**config.mk**
```make
export PLATFORM = sky130hd
export DESIGN_NAME = txcmd_outcome_ctrl
export DESIGN_NICKNAME = d
export VERILOG_FILES = /design/src/rtl/cmd_retry_pkg.sv /design/src/rtl/cmd_outcome_dec.sv /design/src/rtl/cmd_drop_resolve.sv /design/src/rtl/txcmd_outcome_ctrl.sv
export SDC_FILE = /design/constraint.sdc
export NUM_CORES = 1
export LEC_CHECK = 0
export CORE_MARGIN = 3
export CORE_UTILIZATION = 32
export DETAILED_ROUTE_END_ITERATION = 10
export DONT_BUFFER_PORTS = 1
export PLACE_DENSITY = 0.46
export SYNTH_ARGS = -nofsm -noshare
export SYNTH_HDL_FRONTEND = slang
export SYNTH_SLANG_ARGS = --single-unit
```
**constraint.sdc**
```tcl
create_clock -name clk -period 2.05 [get_ports clk]
set_input_delay 0.1025 -clock clk [delete_from_list [all_inputs] [get_ports clk]]
set_output_delay 0.1025 -clock clk [all_outputs]
set_load 0.02 [all_outputs]
```
**src/rtl/cmd_retry_pkg.sv**
```systemverilog
package cmd_retry_pkg;

    typedef enum logic [2:0] {
        ACT_DONE  = 3'd0,
        ACT_RETRY = 3'd1,
        ACT_DROP  = 3'd2,
        ACT_HOLD  = 3'd3,
        ACT_CHAIN = 3'd4
    } act_e;

    // Raw classification before the drop rule is resolved
    typedef enum logic [2:0] {
        RAW_DONE,
        RAW_CHAIN,
        RAW_RETRY,
        RAW_DROP_REQ,
        RAW_HOLD
    } raw_e;

    typedef struct packed {
        logic resp_exp;
        logic bw_chk;
        logic drop_on_bw;
        logic hold_in_burst;
        logic hold_solo;
        logic requeue_hold;
        logic chain;
        logic chain_pifs;
    } cmd_flags_t;

endpackage

```
**src/rtl/cmd_outcome_dec.sv**
```systemverilog
module cmd_outcome_dec
    import cmd_retry_pkg::*;
#(
    parameter int unsigned CNT_W = 4
) (
    input  cmd_flags_t       flags,
    input  logic [CNT_W-1:0] limit,
    input  logic [CNT_W-1:0] try_cnt,
    input  logic             success,
    input  logic             bw_short,
    input  logic             requeue,
    output raw_e             raw_kind,
    output logic             cnt_inc
);
    localparam int unsigned EXT_W = CNT_W + 1;

    logic [EXT_W-1:0] limit_eff;
    logic [EXT_W-1:0] next_cnt;

    always_comb begin
        limit_eff = (limit == '0) ? EXT_W'(1) : {1'b0, limit};
        next_cnt  = {1'b0, try_cnt} + EXT_W'(1);
        raw_kind  = RAW_DONE;
        cnt_inc   = 1'b0;
        if (bw_short && flags.bw_chk) begin
            raw_kind = flags.drop_on_bw ? RAW_DROP_REQ : RAW_RETRY;
        end else if (requeue) begin
            raw_kind = flags.requeue_hold ? RAW_HOLD : RAW_RETRY;
        end else if (success) begin
            raw_kind = flags.chain ? RAW_CHAIN : RAW_DONE;
        end else if (!flags.resp_exp) begin
            raw_kind = RAW_DONE;
        end else begin
            cnt_inc  = 1'b1;
            raw_kind = (next_cnt >= limit_eff) ? RAW_DROP_REQ : RAW_RETRY;
        end
    end
endmodule

```
**src/rtl/cmd_drop_resolve.sv**
```systemverilog
module cmd_drop_resolve
    import cmd_retry_pkg::*;
(
    input  raw_e raw_kind,
    input  logic in_burst,
    input  logic hold_in_burst,
    input  logic hold_solo,
    output act_e act
);
    logic hold_sel;

    always_comb begin
        hold_sel = in_burst ? hold_in_burst : hold_solo;
        unique case (raw_kind)
            RAW_DONE:     act = ACT_DONE;
            RAW_CHAIN:    act = ACT_CHAIN;
            RAW_RETRY:    act = ACT_RETRY;
            RAW_HOLD:     act = ACT_HOLD;
            RAW_DROP_REQ: act = hold_sel ? ACT_HOLD : ACT_DROP;
            default:      act = ACT_DONE;
        endcase
    end
endmodule

```
**src/rtl/txcmd_outcome_ctrl.sv**
```systemverilog
module txcmd_outcome_ctrl
    import cmd_retry_pkg::*;
#(
    parameter int unsigned CNT_W = 4
) (
    input  logic             clk,
    input  logic             rst_n,
    input  logic             cmd_load,
    input  logic [CNT_W-1:0] cmd_retry_limit,
    input  logic             cmd_resp_expected,
    input  logic             cmd_bw_check_en,
    input  logic             cmd_drop_on_bw_short,
    input  logic             cmd_hold_on_drop_in_burst,
    input  logic             cmd_hold_on_drop_solo,
    input  logic             cmd_requeue_as_hold,
    input  logic             cmd_chain_next,
    input  logic             cmd_chain_pifs,
    input  logic             att_valid,
    input  logic             att_success,
    input  logic             att_bw_short,
    input  logic             att_requeue,
    output logic             act_valid,
    output logic [2:0]       act_code,
    output logic [CNT_W-1:0] try_count,
    output logic             chain_pifs
);
    localparam int unsigned EXT_W = CNT_W + 1;

    typedef struct packed {
        logic             active;
        logic             burst;
        logic [CNT_W-1:0] try_cnt;
        logic [CNT_W-1:0] limit;
        cmd_flags_t       flags;
        logic             act_valid;
        act_e             act_code;
        logic             pifs;
    } state_t;

    state_t st_d, st_q;
    raw_e   raw_kind;
    logic   cnt_inc;
    act_e   act_sel;

    cmd_outcome_dec #(.CNT_W(CNT_W)) i_dec (
        .flags    (st_q.flags),
        .limit    (st_q.limit),
        .try_cnt  (st_q.try_cnt),
        .success  (att_success),
        .bw_short (att_bw_short),
        .requeue  (att_requeue),
        .raw_kind (raw_kind),
        .cnt_inc  (cnt_inc)
    );

    cmd_drop_resolve i_res (
        .raw_kind      (raw_kind),
        .in_burst      (st_q.burst),
        .hold_in_burst (st_q.flags.hold_in_burst),
        .hold_solo     (st_q.flags.hold_solo),
        .act           (act_sel)
    );

    always_comb begin
        st_d           = st_q;
        st_d.act_valid = 1'b0;
        st_d.act_code  = ACT_DONE;
        st_d.pifs      = 1'b0;
        if (cmd_load) begin
            st_d.active  = 1'b1;
            st_d.try_cnt = '0;
            st_d.limit   = cmd_retry_limit;
            st_d.flags   = '{resp_exp:      cmd_resp_expected,
                             bw_chk:        cmd_bw_check_en,
                             drop_on_bw:    cmd_drop_on_bw_short,
                             hold_in_burst: cmd_hold_on_drop_in_burst,
                             hold_solo:     cmd_hold_on_drop_solo,
                             requeue_hold:  cmd_requeue_as_hold,
                             chain:         cmd_chain_next,
                             chain_pifs:    cmd_chain_pifs};
        end else if (att_valid && st_q.active) begin
            st_d.act_valid = 1'b1;
            st_d.act_code  = act_sel;
            st_d.pifs      = (act_sel == ACT_CHAIN) && st_q.flags.chain_pifs;
            st_d.burst     = (act_sel == ACT_CHAIN);
            st_d.active    = (act_sel == ACT_RETRY);
            if (cnt_inc) begin
                st_d.try_cnt = st_q.try_cnt + CNT_W'(1);
            end
        end
    end

    always_ff @(posedge clk) begin
        if (!rst_n) begin
            st_q <= '0;
        end else begin
            st_q <= st_d;
        end
    end

    assign act_valid  = st_q.act_valid;
    assign act_code   = st_q.act_code;
    assign try_count  = st_q.try_cnt;
    assign chain_pifs = st_q.pifs;

    // Assertions
    logic [EXT_W-1:0] lim_eff_chk;
    assign lim_eff_chk = (st_q.limit == '0) ? EXT_W'(1) : {1'b0, st_q.limit};

    assert_act_follows_strobe_R3: assert property (@(posedge clk) disable iff (!rst_n)
        act_valid |-> $past(att_valid) && !$past(cmd_load));

    assert_load_clears_count_R2: assert property (@(posedge clk) disable iff (!rst_n)
        cmd_load |=> (try_count == '0) && !act_valid);

    assert_idle_ignores_results_R13: assert property (@(posedge clk) disable iff (!rst_n)
        (!st_q.active && !cmd_load) |=> !act_valid);

    assert_pifs_only_on_chain_R4: assert property (@(posedge clk) disable iff (!rst_n)
        chain_pifs |-> act_valid && (act_code == 3'd4));

    assert_retry_below_limit_R5: assert property (@(posedge clk) disable iff (!rst_n)
        (act_valid && act_code == 3'd1) |-> ({1'b0, try_count} < lim_eff_chk));

    assert_code_legal_R3: assert property (@(posedge clk) disable iff (!rst_n)
        act_valid |-> (act_code <= 3'd4));

endmodule

```
# Yosys cells after proc, flatten, opt, wreduce, memory -nomap -nowiden
# Cells that the tools add are included.
word_totals:
  elab_cells: 56
  input_bits: 19
  output_inout_bits: 9
  register_bits: 23
classes:
  n_bitwise: 3
  n_eq_ne: 6
  add_sub_neg: 2
  n_mux: 20
  n_reduce_logical: 9
  magnitude_cmp: 1
op_table:
  columns: ["cell", "count"]
  rows:
  - ["two-way mux 3 bit", 5]
  - ["one-hot mux 3 bit (4 select lines)", 1]
  - ["two-way mux 1 bit", 10]
  - ["two-way mux 4 bit", 2]
  - ["== test 3 x 1 -> 1 bit (second input constant)", 2]
  - ["== test 3 x 2 -> 1 bit (second input constant)", 2]
  - ["== test 3 bit (second input constant)", 2]
  - ["two-way mux 6 bit", 1]
  - ["adder 4 x 1 -> 5 bit (second input constant)", 1]
  - [">= comparator 5 bit", 1]
  - ["two-way mux 5 bit", 1]
  - ["adder 4 x 1 -> 4 bit (second input constant)", 1]
  - ["zero test 4 bit", 1]
  - ["AND reduction 2 bit", 2]
  - ["logical AND 1 bit", 3]
  - ["inverter 1 bit", 3]
  - ["OR reduction 3 bit", 1]
  - ["nonzero test 2 bit", 1]
  - ["OR reduction 2 bit", 1]

# Longest topological paths before layout
logic_depth:
  depth_word: 13
  ltp_mapped: 8
  ltp_nobuf: 8

# Cells and area by module
# Synthesis repeated with hierarchy kept, for this count alone.
hier_totals:
  hier_cells: 122
  hier_area_um2: 1168.6
modules_own_cells:
  columns: ["module", "cells_each", "instances", "seq_area_each_um2", "area_each_um2"]
  rows:
  - ["txcmd_outcome_ctrl", 86, 1, 460.4, 913.4]
  - ["cmd_outcome_dec", 29, 1, 0.0, 201.4]
  - ["cmd_drop_resolve", 7, 1, 0.0, 53.8]

# Worst setup path after synthesis
# OpenSTA, ideal clock, no wires.
synth_path:
  path_kind: "flip-flop to flip-flop"
  from: "register st_q[16] (netlist name)"
  to: "register st_q (netlist bit act_code[1])"
  arrival_ps: 1596
  stages_incl_launch_ff: 9
  required_time_ps: 1935
  period_less_slack_ps: 1712
  setup_time_ps: 115
  path_slack_ps: 338
  n_path_buf: 0
  path_cell_list: "dfxtp_1 inv_1 a31o_2 ha_1 nand2b_1 a211oi_2 o211a_1 nor3_2 a31o_1"
synth_via:
  elab_chain_len: 10
  elab_cells_between_ends: 13
  cone_classes: "order compare (1); eq/ne (4); mux (7); reduce/logical (1)"
synth_lines:
  columns: ["item", "line_no", "text"]
  rows:
  - ["start, declared", "txcmd_outcome_ctrl.sv:40", "state_t st_d, st_q;"]
  - ["start signal, assigned", "txcmd_outcome_ctrl.sv:97", "st_q <= st_d;"]
  - ["zero test 4 bit", null, null]
  - ["two-way mux 4 bit *", "cmd_outcome_dec.sv:21", "limit_eff = (limit == '0) ? EXT_W'(1) : {1'b0, limit};"]
  - [">= comparator 5 bit *", "cmd_outcome_dec.sv:35", "raw_kind = (next_cnt >= limit_eff) ? RAW_DROP_REQ : RAW_RETRY;"]
  - ["two-way mux 1 bit *", "cmd_outcome_dec.sv:35", null]
  - ["two-way mux 3 bit *", "cmd_outcome_dec.sv:31", "end else if (!flags.resp_exp) begin"]
  - ["two-way mux 3 bit *", "cmd_outcome_dec.sv:29", "end else if (success) begin"]
  - ["two-way mux 3 bit *", "cmd_outcome_dec.sv:27", "end else if (requeue) begin"]
  - ["two-way mux 3 bit *", "cmd_outcome_dec.sv:25", "if (bw_short && flags.bw_chk) begin"]
  - ["== test 3 x 2 -> 1 bit, or another cell as far along", "cmd_drop_resolve.sv:14", "unique case (raw_kind)"]
  - ["one-hot mux 3 bit (4 select lines) *", "cmd_drop_resolve.sv:14", null]
# Every way passes the cells marked *; elsewhere a longest branch is shown, timed or not.
# A chain may end at the register's enable or synchronous reset.

# Worst setup path after layout
layout_path:
  from: "register st_q (netlist bit try_count[0])"
  to: "register st_q[22] (netlist name)"
layout_via:
  elab_chain_len: 12
  elab_cells_between_ends: 15
  cone_classes: "add/sub (1); order compare (1); eq/ne (5); mux (8)"
layout_lines:
  columns: ["item", "line_no", "text"]
  rows:
  - ["adder 4 x 1 -> 5 bit *", "cmd_outcome_dec.sv:22", "next_cnt = {1'b0, try_cnt} + EXT_W'(1);"]
  - ["named net i_dec.next_cnt[2]", "cmd_outcome_dec.sv:18", "logic [EXT_W-1:0] next_cnt;"]
  - [">= comparator 5 bit *", "cmd_outcome_dec.sv:35", null]
  - ["two-way mux 1 bit *", "cmd_outcome_dec.sv:35", null]
  - ["two-way mux 3 bit *", "cmd_outcome_dec.sv:31", null]
  - ["two-way mux 3 bit *", "cmd_outcome_dec.sv:29", null]
  - ["two-way mux 3 bit *", "cmd_outcome_dec.sv:27", null]
  - ["two-way mux 3 bit *", "cmd_outcome_dec.sv:25", null]
  - ["== test 3 x 2 -> 1 bit, or another cell as far along", "cmd_drop_resolve.sv:14", null]
  - ["one-hot mux 3 bit (4 select lines) *", "cmd_drop_resolve.sv:14", null]
  - ["== test 3 x 1 -> 1 bit *", "txcmd_outcome_ctrl.sv:86", "st_d.active = (act_sel == ACT_RETRY);"]
  - ["two-way mux 6 bit *", "txcmd_outcome_ctrl.sv:81", "end else if (att_valid && st_q.active) begin"]
  - ["two-way mux 1 bit *", "txcmd_outcome_ctrl.sv:69", "if (cmd_load) begin"]
# Mark *: on every way through the listed nets, which the timed path passes. The rest lies on a longest branch. The select of a mux whose other input is x is not followed.

==> key figures <==
Timing
  – Rel. slew slack: 61.7%
  – Final setup skew: 1.56 ps
  – Fin. max-slew vios: 0
  – RSZ-0062 raised after global routing: no
  – Setup TNS: 0 ps
  – Final period util: 90.6%
  – Tightest Pin Transition: 573 ps
  – Final setup fails: 0
  – Max Freq: 0.539 GHz
  – Post-layout min period: 1860 ps
  – Hold Vio Cnt, Final: 0

Die
  – Core outline area: 3420 um^2
  – Die ar.: 4400 um^2
  – Row cnt: 21
  – Die height: 66.4 um
  – # IOs: 28
  – Die width: 66.4 um
  – Starting Density: 34.1%

Critical path
  – WP data required: 2250 ps
  – FF-to-FF path depth: 7
  – CP max FO: 5
  – R2r endpoint: st_q[22]
  – R2R Setup Slk: 190 ps
  – Startpoint types: register
  – R2R Path Start: try_count[0]
  – Worst Setup End Kind: register
  – CP Class: reg2reg
  – Arr. time, crit path: 2060 ps

Global routing
  – Initial antenna violation count: 0
  – Vias in the first global route: 873
  – First-pass GRT wire length: 4120 um
  – Largest net degree at the start of global routing: 17
  – GRT overflow: 0
  – Total GRT Usage: 12.2%

CTS
  – PostCTS Resize Cnt: 0
  – Root Driver: clkbuf_4
  – H-tree depth: 1
  – Cts hold-fix bufs: 19
  – Post-CTS Setup Bufs: 0
  – CTS sink cnt: 23
  – Cts bufs inserted: 3
  – Worst-Skew Late Latency: 310 ps
  – Reg clk slew, reported paths: 130 ps
  – TritonCTS clock tree: done
  – Max Root-Sink Buffers: 2

Route
  – Via-per-instance ratio: 4.72
  – Initial DRC count: 27
  – First-pass DRT Iterations: 3
  – Routed WL: 2370 um
  – Routed Antenna Nets: 0
  – DR WL/cell: 13.2 um
  – Total number of vias: 844
  – # DRC: 0

Yosys
  – Yosys cell types: 34
  – Cell count after synthesis: 117
  – Mean Syn Cell Area: 9.97 um^2
  – Synth Net Count: 141
  – Seq/Total Area, Yosys: 39.5%
  – Synth warn: 0
  – Synth Register Bits: 23
  – Syn Std Cell Area: 1170 um^2

Power
  – Switching power: 189 uW
  – Combinational power share: 13.3%
  – Pint: 603 uW
  – P_leak: 0.000570 uW
  – Clock network fraction of design power: 26.8%
  – Sw frac: 23.9%
  – Reg power frac: 60.0%
  – Pwr dens: 572 nW/um^2
  – Max IR drop VDD: 0.000435 V

Cells and area
  – Area grow syn2layout: 18.9%
  – ANT cells: 0
  – Most frequent cells in the layout: dfxtp_1 (23), dlygate4sd3_1 (19), nor2b_1 (15)
  – Core Util, Final: 40.6%
  – Layout cells sized above 1: 12.8%
  – Most common cell after layout, fill and taps aside: dfxtp_1
  – Layout Nets: 158

Worst hold path
  – Hold Crit Depth: 2
  – Hold Path Origin: att_success
  – Hold endpoint: act_code[2]
  – Worst min-delay path class: in2reg

Placement
  – RD Place Congestion: 0.701
  – I/O Buffers: 0
  – DPL Wire Length: 1690 um

Run status
  – Status: completed

Job
  – Max-cap violations: 0
[worst max-delay path by stage]
stage                       from          end
global placement        st_q[16]  act_code[1]
detailed placement  try_count[0]     st_q[22]
global route        try_count[0]     st_q[22]
floorplan               st_q[16]  act_code[1]
CTS                 try_count[0]     st_q[22]
finish              try_count[0]     st_q[22]
[cells in the mapped netlist (all sizes together)]
cell type  count  area, um^2
inv            5        18.8
and3b          1        8.76
o31ai          1        7.51
nor2           6        30.0
and3           1        6.26
dfxtp         23         460
nor2b         15        93.8
nor3           1        10.0
mux2i         14         140
o21ai          5        25.0
a21oi          1        8.76
nand2          5        21.3
ha             5        62.6
or2            1        8.76
xor2           3        26.3
clkbuf         1        3.75
nand4          1        6.26
nand3          3        15.0
xnor2          2        17.5
a31o           2        17.5
and2           2        12.5
a32oi          1        8.76
buf           10        80.1
nand2b         3        28.8
a211oi         2        25.0
a31oi          2        12.5
o211a          1        10.0
[through the flow]
| stage | hold WS, ps | power (uW) | setup WS, ps | instance area [um^2] | std cells |
|---|---|---|---|---|---|
| finish | 25.6 | 793 | 193 | 1390 | 179 |
| global route | 7.07 | 835 | 2.75 | 1390 | 179 |
| CTS | 17.6 | 802 | 188 | 1390 | 179 |
| detailed placement | 238 | 550 | 207 | 1170 | 156 |
| global placement | 231 | 549 | 227 | 1170 | 156 |
| floorplan | 231 | 548 | 338 | 1170 | 117 |
[registers in the layout, summed over array words and instances, names as in the netlist]
name	cells
st_q	14
try_count	4
act_code	3
act_valid	1
chain_pifs	1
[routing by layer]
layer | routed length (um) | GRT usage (%) | vias to the layer above
li1 | - | - | 423
met1 | 1120 | 15.2 | 400
met2 | 1090 | 20.0 | 19
met3 | 137 | 4.59 | 2
met4 | 19 | 2.28 | 0
met5 | 0 | 0 | -
[layout make-up]
cell class / count / area [um^2]
Fill cell: 357 / 2030
Clock buffer: 4 / 26.3
Multi-Input combinational cell: 78 / 603
Tap cell: 46 / 57.6
Inverter: 5 / 18.8
Timing Repair Buffer: 23 / 220
Sequential cell: 23 / 460
[logic make-up after synthesis]
family          synth area share (%)
simple gates                    20.7
mux                             12.0
flops                           39.5
buf+inv                         8.80
xor+xnor                        3.76
compound gates                  9.87
fa+ha+maj                       5.36
[critical path: stages (launching register included)]
cell,delay (ps)
dfxtp_1,450
ha_1,250
xor2_1,170
ha_1,200
o21ai_0,90
o211a_1,210
nor3_2,240
o21ai_0,130
[power by group through the flow]
stage                     combinational [uW]  sequential, uW  clock, uW
after floorplan                         67.2             481          0
after global placement                  64.4             485          0
final                                    105             475        212
after global routing                     119             478        238
after detailed placement                64.5             485          0
after CTS                                105             475        222
Note: power is estimated with default switching activity, not from simulation.
